File: src/rtl/fslip_pkg.sv
package fslip_pkg;
  localparam int unsigned STAT_DEL_BIT  = 7;
  localparam int unsigned STAT_REP_BIT  = 6;
  localparam int unsigned STAT_SLIP_BIT = 5;

  typedef struct packed {
    logic del;
    logic rep;
  } slip_ev_t;
endpackage

File: src/rtl/fslip_ram.sv
module fslip_ram #(
  parameter int DATA_W = 8,
  parameter int DEPTH  = 48,
  parameter int AW     = 6
) (
  input  logic              clk,
  input  logic              we,
  input  logic [AW-1:0]     waddr,
  input  logic [DATA_W-1:0] wdata,
  input  logic              re,
  input  logic [AW-1:0]     raddr,
  output logic [DATA_W-1:0] rdata
);
  logic [DATA_W-1:0] mem [DEPTH];

  always_ff @(posedge clk) begin
    if (we) mem[waddr] <= wdata;
    if (re) rdata <= mem[raddr];
  end
endmodule

File: src/rtl/fslip_wr_ctrl.sv
module fslip_wr_ctrl #(
  parameter int FRAME_LEN = 24,
  parameter int DEPTH     = 48,
  parameter int AW        = 6,
  parameter int CW        = 6
) (
  input  logic          clk,
  input  logic          rst,
  input  logic          wr_en,
  input  logic          wr_fs,
  input  logic [CW-1:0] fill,
  output logic          wr_accept,
  output logic [AW-1:0] wr_addr,
  output logic          del_evt
);
  logic          drop_q;
  logic          drop_now;
  logic          frame_start;
  logic          no_room;
  logic [AW-1:0] wp_q;

  assign frame_start = wr_en & wr_fs;
  assign no_room     = (CW'(DEPTH) - fill) < CW'(FRAME_LEN);
  assign del_evt     = frame_start & no_room;
  assign drop_now    = frame_start ? no_room : drop_q;
  assign wr_accept   = wr_en & ~drop_now;
  assign wr_addr     = wp_q;

  // Unaligned bytes are dropped until the first marker decides a frame
  always_ff @(posedge clk) begin
    if (rst) begin
      drop_q <= 1'b1;
      wp_q   <= '0;
    end else begin
      if (frame_start) drop_q <= no_room;
      if (wr_accept) wp_q <= (wp_q == AW'(DEPTH - 1)) ? '0 : wp_q + 1'b1;
    end
  end
endmodule

File: src/rtl/fslip_rd_ctrl.sv
module fslip_rd_ctrl #(
  parameter int FRAME_LEN = 24,
  parameter int DEPTH     = 48,
  parameter int AW        = 6,
  parameter int CW        = 6,
  parameter int PW        = 5
) (
  input  logic          clk,
  input  logic          rst,
  input  logic          rd_en,
  input  logic [CW-1:0] fill,
  output logic [AW-1:0] rd_addr,
  output logic          rd_first,
  output logic          rep_evt
);
  logic [AW-1:0] rp_q;
  logic [AW-1:0] rp_back;
  logic [PW-1:0] pos_q;
  logic          at_start;

  assign at_start = (pos_q == '0);
  assign rd_first = rd_en & at_start;
  assign rep_evt  = rd_first & (fill < CW'(FRAME_LEN));
  assign rp_back  = (rp_q >= AW'(FRAME_LEN)) ? rp_q - AW'(FRAME_LEN)
                                             : rp_q + AW'(DEPTH - FRAME_LEN);
  // a starved frame start replays from one frame earlier
  assign rd_addr  = rep_evt ? rp_back : rp_q;

  always_ff @(posedge clk) begin
    if (rst) begin
      rp_q  <= '0;
      pos_q <= '0;
    end else if (rd_en) begin
      rp_q  <= (rd_addr == AW'(DEPTH - 1)) ? '0 : rd_addr + 1'b1;
      pos_q <= (pos_q == PW'(FRAME_LEN - 1)) ? '0 : pos_q + 1'b1;
    end
  end
endmodule

File: src/rtl/fslip_status.sv
module fslip_status
  import fslip_pkg::*;
(
  input  logic           clk,
  input  logic           rst,
  input  slip_ev_t       ev,
  input  logic           host_rd,
  input  logic           host_wr,
  input  logic [2:0]     host_clr,
  output logic [2:0]     sticky
);
  logic [2:0] keep;
  logic [2:0] set;

  always_comb begin
    keep = sticky;
    if (host_rd) keep = 3'b000;
    if (host_wr) keep = keep & ~host_clr;
    set  = {ev.del, ev.rep, ev.del | ev.rep};
  end

  // an event in the clearing cycle wins
  always_ff @(posedge clk) begin
    if (rst) sticky <= 3'b000;
    else     sticky <= keep | set;
  end
endmodule

File: src/rtl/frame_slip_buffer.sv
module frame_slip_buffer
  import fslip_pkg::*;
#(
  parameter int DATA_W    = 8,
  parameter int FRAME_LEN = 24,
  parameter int FRAMES    = 2
) (
  input  logic              clk,
  input  logic              rst,
  input  logic              wr_en,
  input  logic              wr_fs,
  input  logic [DATA_W-1:0] wr_data,
  input  logic              rd_en,
  output logic              rd_valid,
  output logic [DATA_W-1:0] rd_data,
  output logic              rd_sof,
  input  logic              stat_rd,
  input  logic              stat_wr,
  input  logic [2:0]        stat_clr,
  output logic [7:0]        status
);
  localparam int DEPTH = FRAME_LEN * FRAMES;
  localparam int AW    = $clog2(DEPTH);
  localparam int CW    = $clog2(DEPTH + 1);
  localparam int PW    = $clog2(FRAME_LEN);

  logic          wr_accept;
  logic [AW-1:0] wr_addr;
  logic [AW-1:0] rd_addr;
  logic          rd_first;
  logic          del_evt;
  logic          rep_evt;
  logic [CW-1:0] fill_q;
  logic [CW-1:0] fill_add;
  logic [2:0]    sticky;
  slip_ev_t      ev;

  fslip_wr_ctrl #(.FRAME_LEN(FRAME_LEN), .DEPTH(DEPTH), .AW(AW), .CW(CW)) u_wr (
    .clk(clk), .rst(rst), .wr_en(wr_en), .wr_fs(wr_fs), .fill(fill_q),
    .wr_accept(wr_accept), .wr_addr(wr_addr), .del_evt(del_evt));

  fslip_rd_ctrl #(.FRAME_LEN(FRAME_LEN), .DEPTH(DEPTH), .AW(AW), .CW(CW), .PW(PW)) u_rd (
    .clk(clk), .rst(rst), .rd_en(rd_en), .fill(fill_q),
    .rd_addr(rd_addr), .rd_first(rd_first), .rep_evt(rep_evt));

  fslip_ram #(.DATA_W(DATA_W), .DEPTH(DEPTH), .AW(AW)) u_ram (
    .clk(clk), .we(wr_accept), .waddr(wr_addr), .wdata(wr_data),
    .re(rd_en), .raddr(rd_addr), .rdata(rd_data));

  assign ev.del = del_evt;
  assign ev.rep = rep_evt;

  fslip_status u_stat (
    .clk(clk), .rst(rst), .ev(ev), .host_rd(stat_rd), .host_wr(stat_wr),
    .host_clr(stat_clr), .sticky(sticky));

  // A repetition makes one frame of already-read bytes unread again
  assign fill_add = rep_evt ? CW'(FRAME_LEN) : '0;

  always_ff @(posedge clk) begin
    if (rst) begin
      fill_q   <= '0;
      rd_valid <= 1'b0;
      rd_sof   <= 1'b0;
    end else begin
      fill_q   <= fill_q + fill_add + CW'(wr_accept) - CW'(rd_en);
      rd_valid <= rd_en;
      rd_sof   <= rd_first;
    end
  end

  always_comb begin
    status                = 8'h00;
    status[STAT_DEL_BIT]  = sticky[2];
    status[STAT_REP_BIT]  = sticky[1];
    status[STAT_SLIP_BIT] = sticky[0];
  end
endmodule

File: config.mk
export PLATFORM = sky130hd
export DESIGN_NAME = frame_slip_buffer
export DESIGN_NICKNAME = d
export VERILOG_FILES = /design/src/rtl/fslip_pkg.sv /design/src/rtl/fslip_ram.sv /design/src/rtl/fslip_wr_ctrl.sv /design/src/rtl/fslip_rd_ctrl.sv /design/src/rtl/fslip_status.sv /design/src/rtl/frame_slip_buffer.sv
export SDC_FILE = /design/constraint.sdc
export NUM_CORES = 1
export LEC_CHECK = 0
export BUFFER_PORTS_ARGS = -buffer_cell sky130_fd_sc_hd__buf_2
export CAP_MARGIN = 25
export CORE_MARGIN = 3
export CORE_UTILIZATION = 62
export DETAILED_ROUTE_END_ITERATION = 12
export GPL_TIMING_DRIVEN = 0
export PLACE_DENSITY = 0.78
export SLEW_MARGIN = 20
export SYNTH_ARGS = -nofsm -noshare
export SYNTH_HDL_FRONTEND = slang
export SYNTH_SLANG_ARGS = --single-unit
File: constraint.sdc
create_clock -name clk -period 4.4 [get_ports clk]
set_clock_uncertainty 0.15 [all_clocks]
set_input_delay 0.44 -clock clk [delete_from_list [all_inputs] [get_ports clk]]
set_output_delay 0.44 -clock clk [all_outputs]
set_load 0.1 [all_outputs]
==> results.cfg, run 1 <==
[route]
drt_iter0_drc = 1149
drc = 0
wl_per_cell_um = 28.1
via_per_inst = 6.59
num_vias = 8676
wl_mm = 37.0
ant_nets = 0
first_pass_iters = 5

[global_routing]
grt_pass1_vias = 8589
grt_usage = 0.261
grt_start_max_net_pins = 49
grt_overflow = 0
antenna_found_initial = 0
grt_pass1_wl_mm = 54.9

[critical_path]
slowest_stage = clkbuf_1
arrival_ns = 3.81
required_ns = 4.48
crit_top_cell = mux2i_1
path_delay_family = buffers and inverters
cp_num_buf_inv = 3
regToRegStartpoint = u_rd.rp_q[0]$_SDFFE_PP0P_
cp-start-kind = register
path_class = reg2reg
crit_chain = clkbuf_1, buf_2, clkbuf_1, mux4_2, mux2i_1, mux2i_1, mux2i_1, o21ai_0
r2r_setup_slack_ns = 0.66
cp_slowest_stage_delay_ns = 0.70
setup.worst_path.start = u_rd.rp_q[0]$_SDFFE_PP0P_
worst_setup_path_end_kind = register
crit_path_max_fanout = 10

[yosys]
syn_area_sq_um = 17000
synth_edf_count = 392
yosysTopAreaCell = edfxtp_1
synthDominantCellAreaShare = 0.694
ys.flop_type = edfxtp_1
syn_inst = 869
yosys-top-cells-area = edfxtp_1 (69%), mux4_2 (14%), dfxtp_1 (3.4%), nor2_1 (1.6%), mux2i_1 (1.5%)
ys_seq_area_frac = 0.728
ys_async_sr_fraction = 0
synth_area_per_cell_sq_um = 19.5
ys_types = 60
synth-seq-cells = 421
yosys_warnings = 0

[timing]
slew_headroom = 0.288
worstMarginPinSlew_ns = 1.07
finalHoldViolCount = 0
setup_violations = 0
report.final.slew_viol_count = 0
max_clock_freq_ghz = 0.268
worst_hold_slack_ns = 0.0582
final.period_utilization = 0.849
rsz0062_at_grt = false
setup_slack_ns = 0.664
setup_tns_ns = 0
period_minus_slack_ns = 3.74

[power_and_ir_drop]
vdd_ir_drop_max_mv = 0.405
p_clk_frac = 0.367
seq_power_share = 0.475
power_frac_comb = 0.157
power.leakage_uw = 0.00602
power_uw = 9560
p_int_uw = 7120
p_switching_uw = 2440
power_density_nw_per_um2 = 505
swShare = 0.255

[die]
die_area_sq_um = 29400
die_x_um = 171
dieHeight_um = 171
rows = 59
start_util = 0.640
core_area_sq_um = 26500
ioPinCount = 36

[layout]
nNetsFinal = 984
mostFrequentLayoutCells = edfxtp_1 (392), mux4_2 (109), nor2_1 (74), clkbuf_16 (43)
drive_gt1_frac = 0.235
syn2layout_area_growth_pct = 11.6
final_common_cell = edfxtp_1

[placed_design]
pre_cts_ws_ns = 0.794
port_buffers = 29
post-dp-hpwl_mm = 22.6
gp_congestion = 0.945

[clock_network]
clk_pin_slew_ns = 0.06
postCtsResizedCells = 0
clock_latency_ns = 0.53
cts_setup_buffers = 0
cts_hold_buf = 0
cts_made_buffers = 42
htree_levels = 2
cts_sinks = 421
clockRootBuffer = clkbuf_16
clock_path_buffers = 3
cts_tree = built

[hold_path]
hp-class = in2reg
worstHoldStart = stat_clr[1]

[run]
maxCapViolations = 0

[status]
status = completed
==> state kept, by name, indices dropped and copies added, names as in the netlist <==
register	flops
u_ram.mem	384
u_ram.rdata	8
fill_q	6
u_rd.rp_q	6
u_wr.wr_addr	6
u_rd.pos_q	5
u_stat.sticky	3
rd_sof	1
rd_valid	1
u_wr.drop_q	1
==> final cells by class <==
class / count / area, sq um
inverter: 18 / 67.6
clock inverter: 24 / 245
multi-input combinational: 384 / 4300
tap: 335 / 419
fill: 1535 / 7570
clock buffer: 51 / 1110
buffer: 50 / 255
sequential: 421 / 12400
timing repair buffer: 32 / 179
antenna: 1 / 2.50
==> worst min-delay path, cell delays in order <==
cell	delay, ns
buf_2	0.08
nand2_1	0.04
nand3_1	0.07
a21oi_1	0.06
==> logic make-up after synthesis <==
| family | synth area share |
|---|---|
| flops | 0.728 |
| other cells | 0.000221 |
| xor+xnor | 0.00730 |
| mux | 0.164 |
| buf+inv | 0.0190 |
| fa+ha+maj | 0.0130 |
| compound gates | 0.0247 |
| simple gates | 0.0437 |
==> cell usage after synthesis, drive strengths merged, types with 7 or more instances <==
| cell type | instances |
|---|---|
| nand2 | 29 |
| dfxtp | 29 |
| clkbuf | 26 |
| nor2 | 74 |
| inv | 18 |
| buf | 24 |
| nor2b | 7 |
| mux2i | 26 |
| a21oi | 14 |
| nand3 | 8 |
| mux4 | 111 |
| a221o | 7 |
| ha | 16 |
| o21ai | 10 |
| nand2b | 8 |
| edfxtp | 392 |
| xor2 | 7 |
==> routing by layer <==
| metal | global-route usage | routed length, um |
|---|---|---|
| met5 | 0 | 0 |
| met4 | 0.0875 | 1210 |
| met3 | 0.0641 | 3800 |
| met2 | 0.388 | 16900 |
| met1 | 0.391 | 15100 |
==> power by group through the flow <==
| stage | Sequential [uW] | Combinational, uW | Clock, uW |
|---|---|---|---|
| after floorplan | 4830 | 887 | 0 |
| after global placement | 4620 | 1450 | 0 |
| after detailed placement | 4620 | 1480 | 0 |
| after CTS | 4540 | 1490 | 3550 |
| after global routing | 4550 | 1600 | 3710 |
| final | 4550 | 1500 | 3510 |
==> worst paths after layout <==
path                                                     to  depth (start not counted)
worst max register to register     u_ram.rdata[6]$_DFFE_PP_                          8
worst min register to register       u_wr.drop_q$_SDFF_PP1_                          2
worst max-delay path               u_ram.rdata[6]$_DFFE_PP_                          8
worst min-delay path            u_stat.sticky[1]$_SDFF_PP0_                          4
==> metrics by stage <==
| step | instance area, sq um | utilization | instances |
|---|---|---|---|
| floorplan | 17000 | - | 873 |
| global placement | 17500 | 0.662 | 1237 |
| detailed placement | 17500 | 0.662 | 1237 |
| CTS | 18900 | 0.713 | 1312 |
| global route | 18900 | 0.714 | 1315 |
| finish | 18900 | 0.714 | 1316 |
No activity file was read; power rests on OpenSTA's default activity.
==> run 2: changes to the inputs <==
--- a/config.mk
+++ b/config.mk
@@ -8,10 +8,10 @@
 export BUFFER_PORTS_ARGS = -buffer_cell sky130_fd_sc_hd__buf_2
 export CAP_MARGIN = 25
 export CORE_MARGIN = 3
-export CORE_UTILIZATION = 62
+export CORE_UTILIZATION = 56
 export DETAILED_ROUTE_END_ITERATION = 12
 export GPL_TIMING_DRIVEN = 0
-export PLACE_DENSITY = 0.78
+export PLACE_DENSITY = 0.74
 export SLEW_MARGIN = 20
 export SYNTH_ARGS = -nofsm -noshare
 export SYNTH_HDL_FRONTEND = slang
==> constraint.sdc (replaced) <==
create_clock -name clk -period 3.27 [get_ports clk]
set_clock_uncertainty 0.15 [all_clocks]
set_input_delay 0.327 -clock clk [delete_from_list [all_inputs] [get_ports clk]]
set_output_delay 0.327 -clock clk [all_outputs]
set_load 0.1 [all_outputs]
==> run 2 against run 1 <==
Register-to-register slack got worse by 0.63 ns; via count down 1.0%; critical endpoint is now u_ram.mem[3][5]$_DFFE_PP_; global-route usage is 4.0 points lower; sequential power up 34%; first-iteration DRC count fell by 20%; die area rose by 10%; hold slack better by 0.0053 ns; final cell count is 6.2% higher; power grew 38%; sequential share of layout area down 2.3 points; clock power up 37%.
==> results.cfg, run 2 (synthesis results as in run 1) <==
[status]
status = completed

[route]
via_per_inst = 6.14
drt_iter0_drc = 921
wl_mm = 35.5
wl_per_cell_um = 25.4
ant_nets = 0
drc = 0
first_pass_iters = 5
num_vias = 8587

[power_and_ir_drop]
power.leakage_uw = 0.00619
seq_power_share = 0.462
power_frac_comb = 0.174
p_switching_uw = 3370
p_clk_frac = 0.364
power_density_nw_per_um2 = 674
p_int_uw = 9860
vdd_ir_drop_max_mv = 0.559
swShare = 0.255

[die]
dieHeight_um = 180
core_area_sq_um = 29700
rows = 63
die_area_sq_um = 32400
die_x_um = 180
ioPinCount = 36
start_util = 0.571

[layout]
drive_gt1_frac = 0.311
largest-register = u_ram.mem
insertedDiodeCount = 0
utilization = 0.661
syn2layout_area_growth_pct = 15.7
final_common_cell = edfxtp_1
reg.largest.list = u_ram.mem: 384 flops, u_ram.rdata: 8 flops
largest_reg_flops = 384
layout.cells.non_filler = 1398
mostFrequentLayoutCells = edfxtp_1 (392), mux4_2 (110), nor2_1 (43), clkbuf_16 (43), buf_2 (34)
nNetsFinal = 1011

[critical_path]
required_ns = 3.31
path_delay_family = simple AND/OR/NAND/NOR gates
crit_chain = inv_2, ha_1, nor3b_1, o21ai_1, a41oi_1, nor3b_2, nand2_1, nor2_4
worst_setup_path_end_kind = register
arrival_ns = 3.28
worst-path-stages = 8
reg2reg_depth = 8
slowest_stage = nand2_1
crit_path_max_fanout = 8
cp_num_buf_inv = 1
path_class = reg2reg
cp-start-kind = register
cp_slowest_stage_delay_ns = 0.54

[hold_path]
hp-class = in2reg
hold-path-cell-count = 1

[clock_network]
htree_levels = 2
cts_sinks = 421
clockRootBuffer = clkbuf_16
clock_latency_ns = 0.54
clk_pin_slew_ns = 0.06
cts_made_buffers = 42
clock_path_buffers = 3
cts_tree = built

[global_routing]
antenna_found_initial = 0
grt_start_max_net_pins = 49
grt_usage = 0.220
grt_pass1_vias = 8555
grt_pass1_wl_mm = 54.0
grt_overflow = 0

[timing]
slew_headroom = 0.313
setup_violations = 0
final.period_utilization = 0.990
setup_slack_ns = 0.0314
period_minus_slack_ns = 3.24
finalHoldViolCount = 0
max_clock_freq_ghz = 0.309
report.final.slew_viol_count = 0
worst_hold_slack_ns = 0.0635
worstMarginPinSlew_ns = 1.03

[placed_design]
placed_cells = 1294
post-dp-hpwl_mm = 22.4
gp_congestion = 0.904
port_buffers = 29
pre_cts_ws_ns = -0.293

[run]
maxCapViolations = 0
## run 2: power groups by stage
| stage | registers [uW] | clock network [uW] | logic [uW] |
|---|---|---|---|
| 3_3_place_gp | 6220 | 0 | 1970 |
| 5_1_grt | 6120 | 5130 | 2450 |
| 4_1_cts | 6110 | 4890 | 2200 |
| 3_5_place_dp | 6220 | 0 | 2000 |
| 6_report | 6110 | 4820 | 2300 |
| 2_1_floorplan | 6500 | 0 | 1190 |
## run 2: layout make-up
cell class                      instances  area [sq um]
Clock buffer                           52          1110
Timing Repair Buffer                   60           449
Clock inverter                         24           278
Sequential cell                       421         12400
Fill cell                            1933         10100
Multi-Input combinational cell        384          4580
Inverter                               18          70.1
Buffer                                 49           290
Tap cell                              390           488
## run 2: metal layers
layer / vias up / part of all wire / GRT usage
li1: 3726 / - / -
met2: 352 / 0.48 / 0.340
met5: - / 0 / 0
met3: 54 / 0.079 / 0.0495
met1: 4455 / 0.42 / 0.329
met4: 0 / 0.024 / 0.0553
## run 2: what timing repair did
item,in CTS,in global routing
resized for setup,34,74
hold endpoints to repair,5,0
pin swaps,5,12
endpoints found under the setup margin,219,378
hold buffers,11,0
cloned,1,0
setup buffers,13,4
## run 2: worst register-to-register path, delay by kind of cell, from the launching register on
family | cells | cell delay, ns
and+or+nand+nor | 4 | 1.61
AOI/OAI and AO/OA | 2 | 0.52
buffers and inverters | 1 | 0.06
adders and majority gates | 1 | 0.22
DFF | 1 | 0.35
## run 2: per-stage QoR
stage	cell area, sq um	TNS (ns)	total power, uW
4_1_cts	19400	-4.26	13200
6_report	19600	0	13200
3_3_place_gp	17600	-11.99	8190
2_1_floorplan	17000	0	7690
5_1_grt	19600	-2.25	13700
3_5_place_dp	17600	-27.70	8220
## run 2: worst paths after layout
path	from	to	slack [ns]
worst min-delay path	rd_en	u_ram.rdata[7]$_DFFE_PP_	0.06
worst max-delay path	fill_q[1]$_SDFF_PP0_	u_ram.mem[3][5]$_DFFE_PP_	0.03
worst max register to register	fill_q[1]$_SDFF_PP0_	u_ram.mem[3][5]$_DFFE_PP_	0.03
worst min register to register	u_wr.drop_q$_SDFF_PP1_	u_wr.drop_q$_SDFF_PP1_	0.33
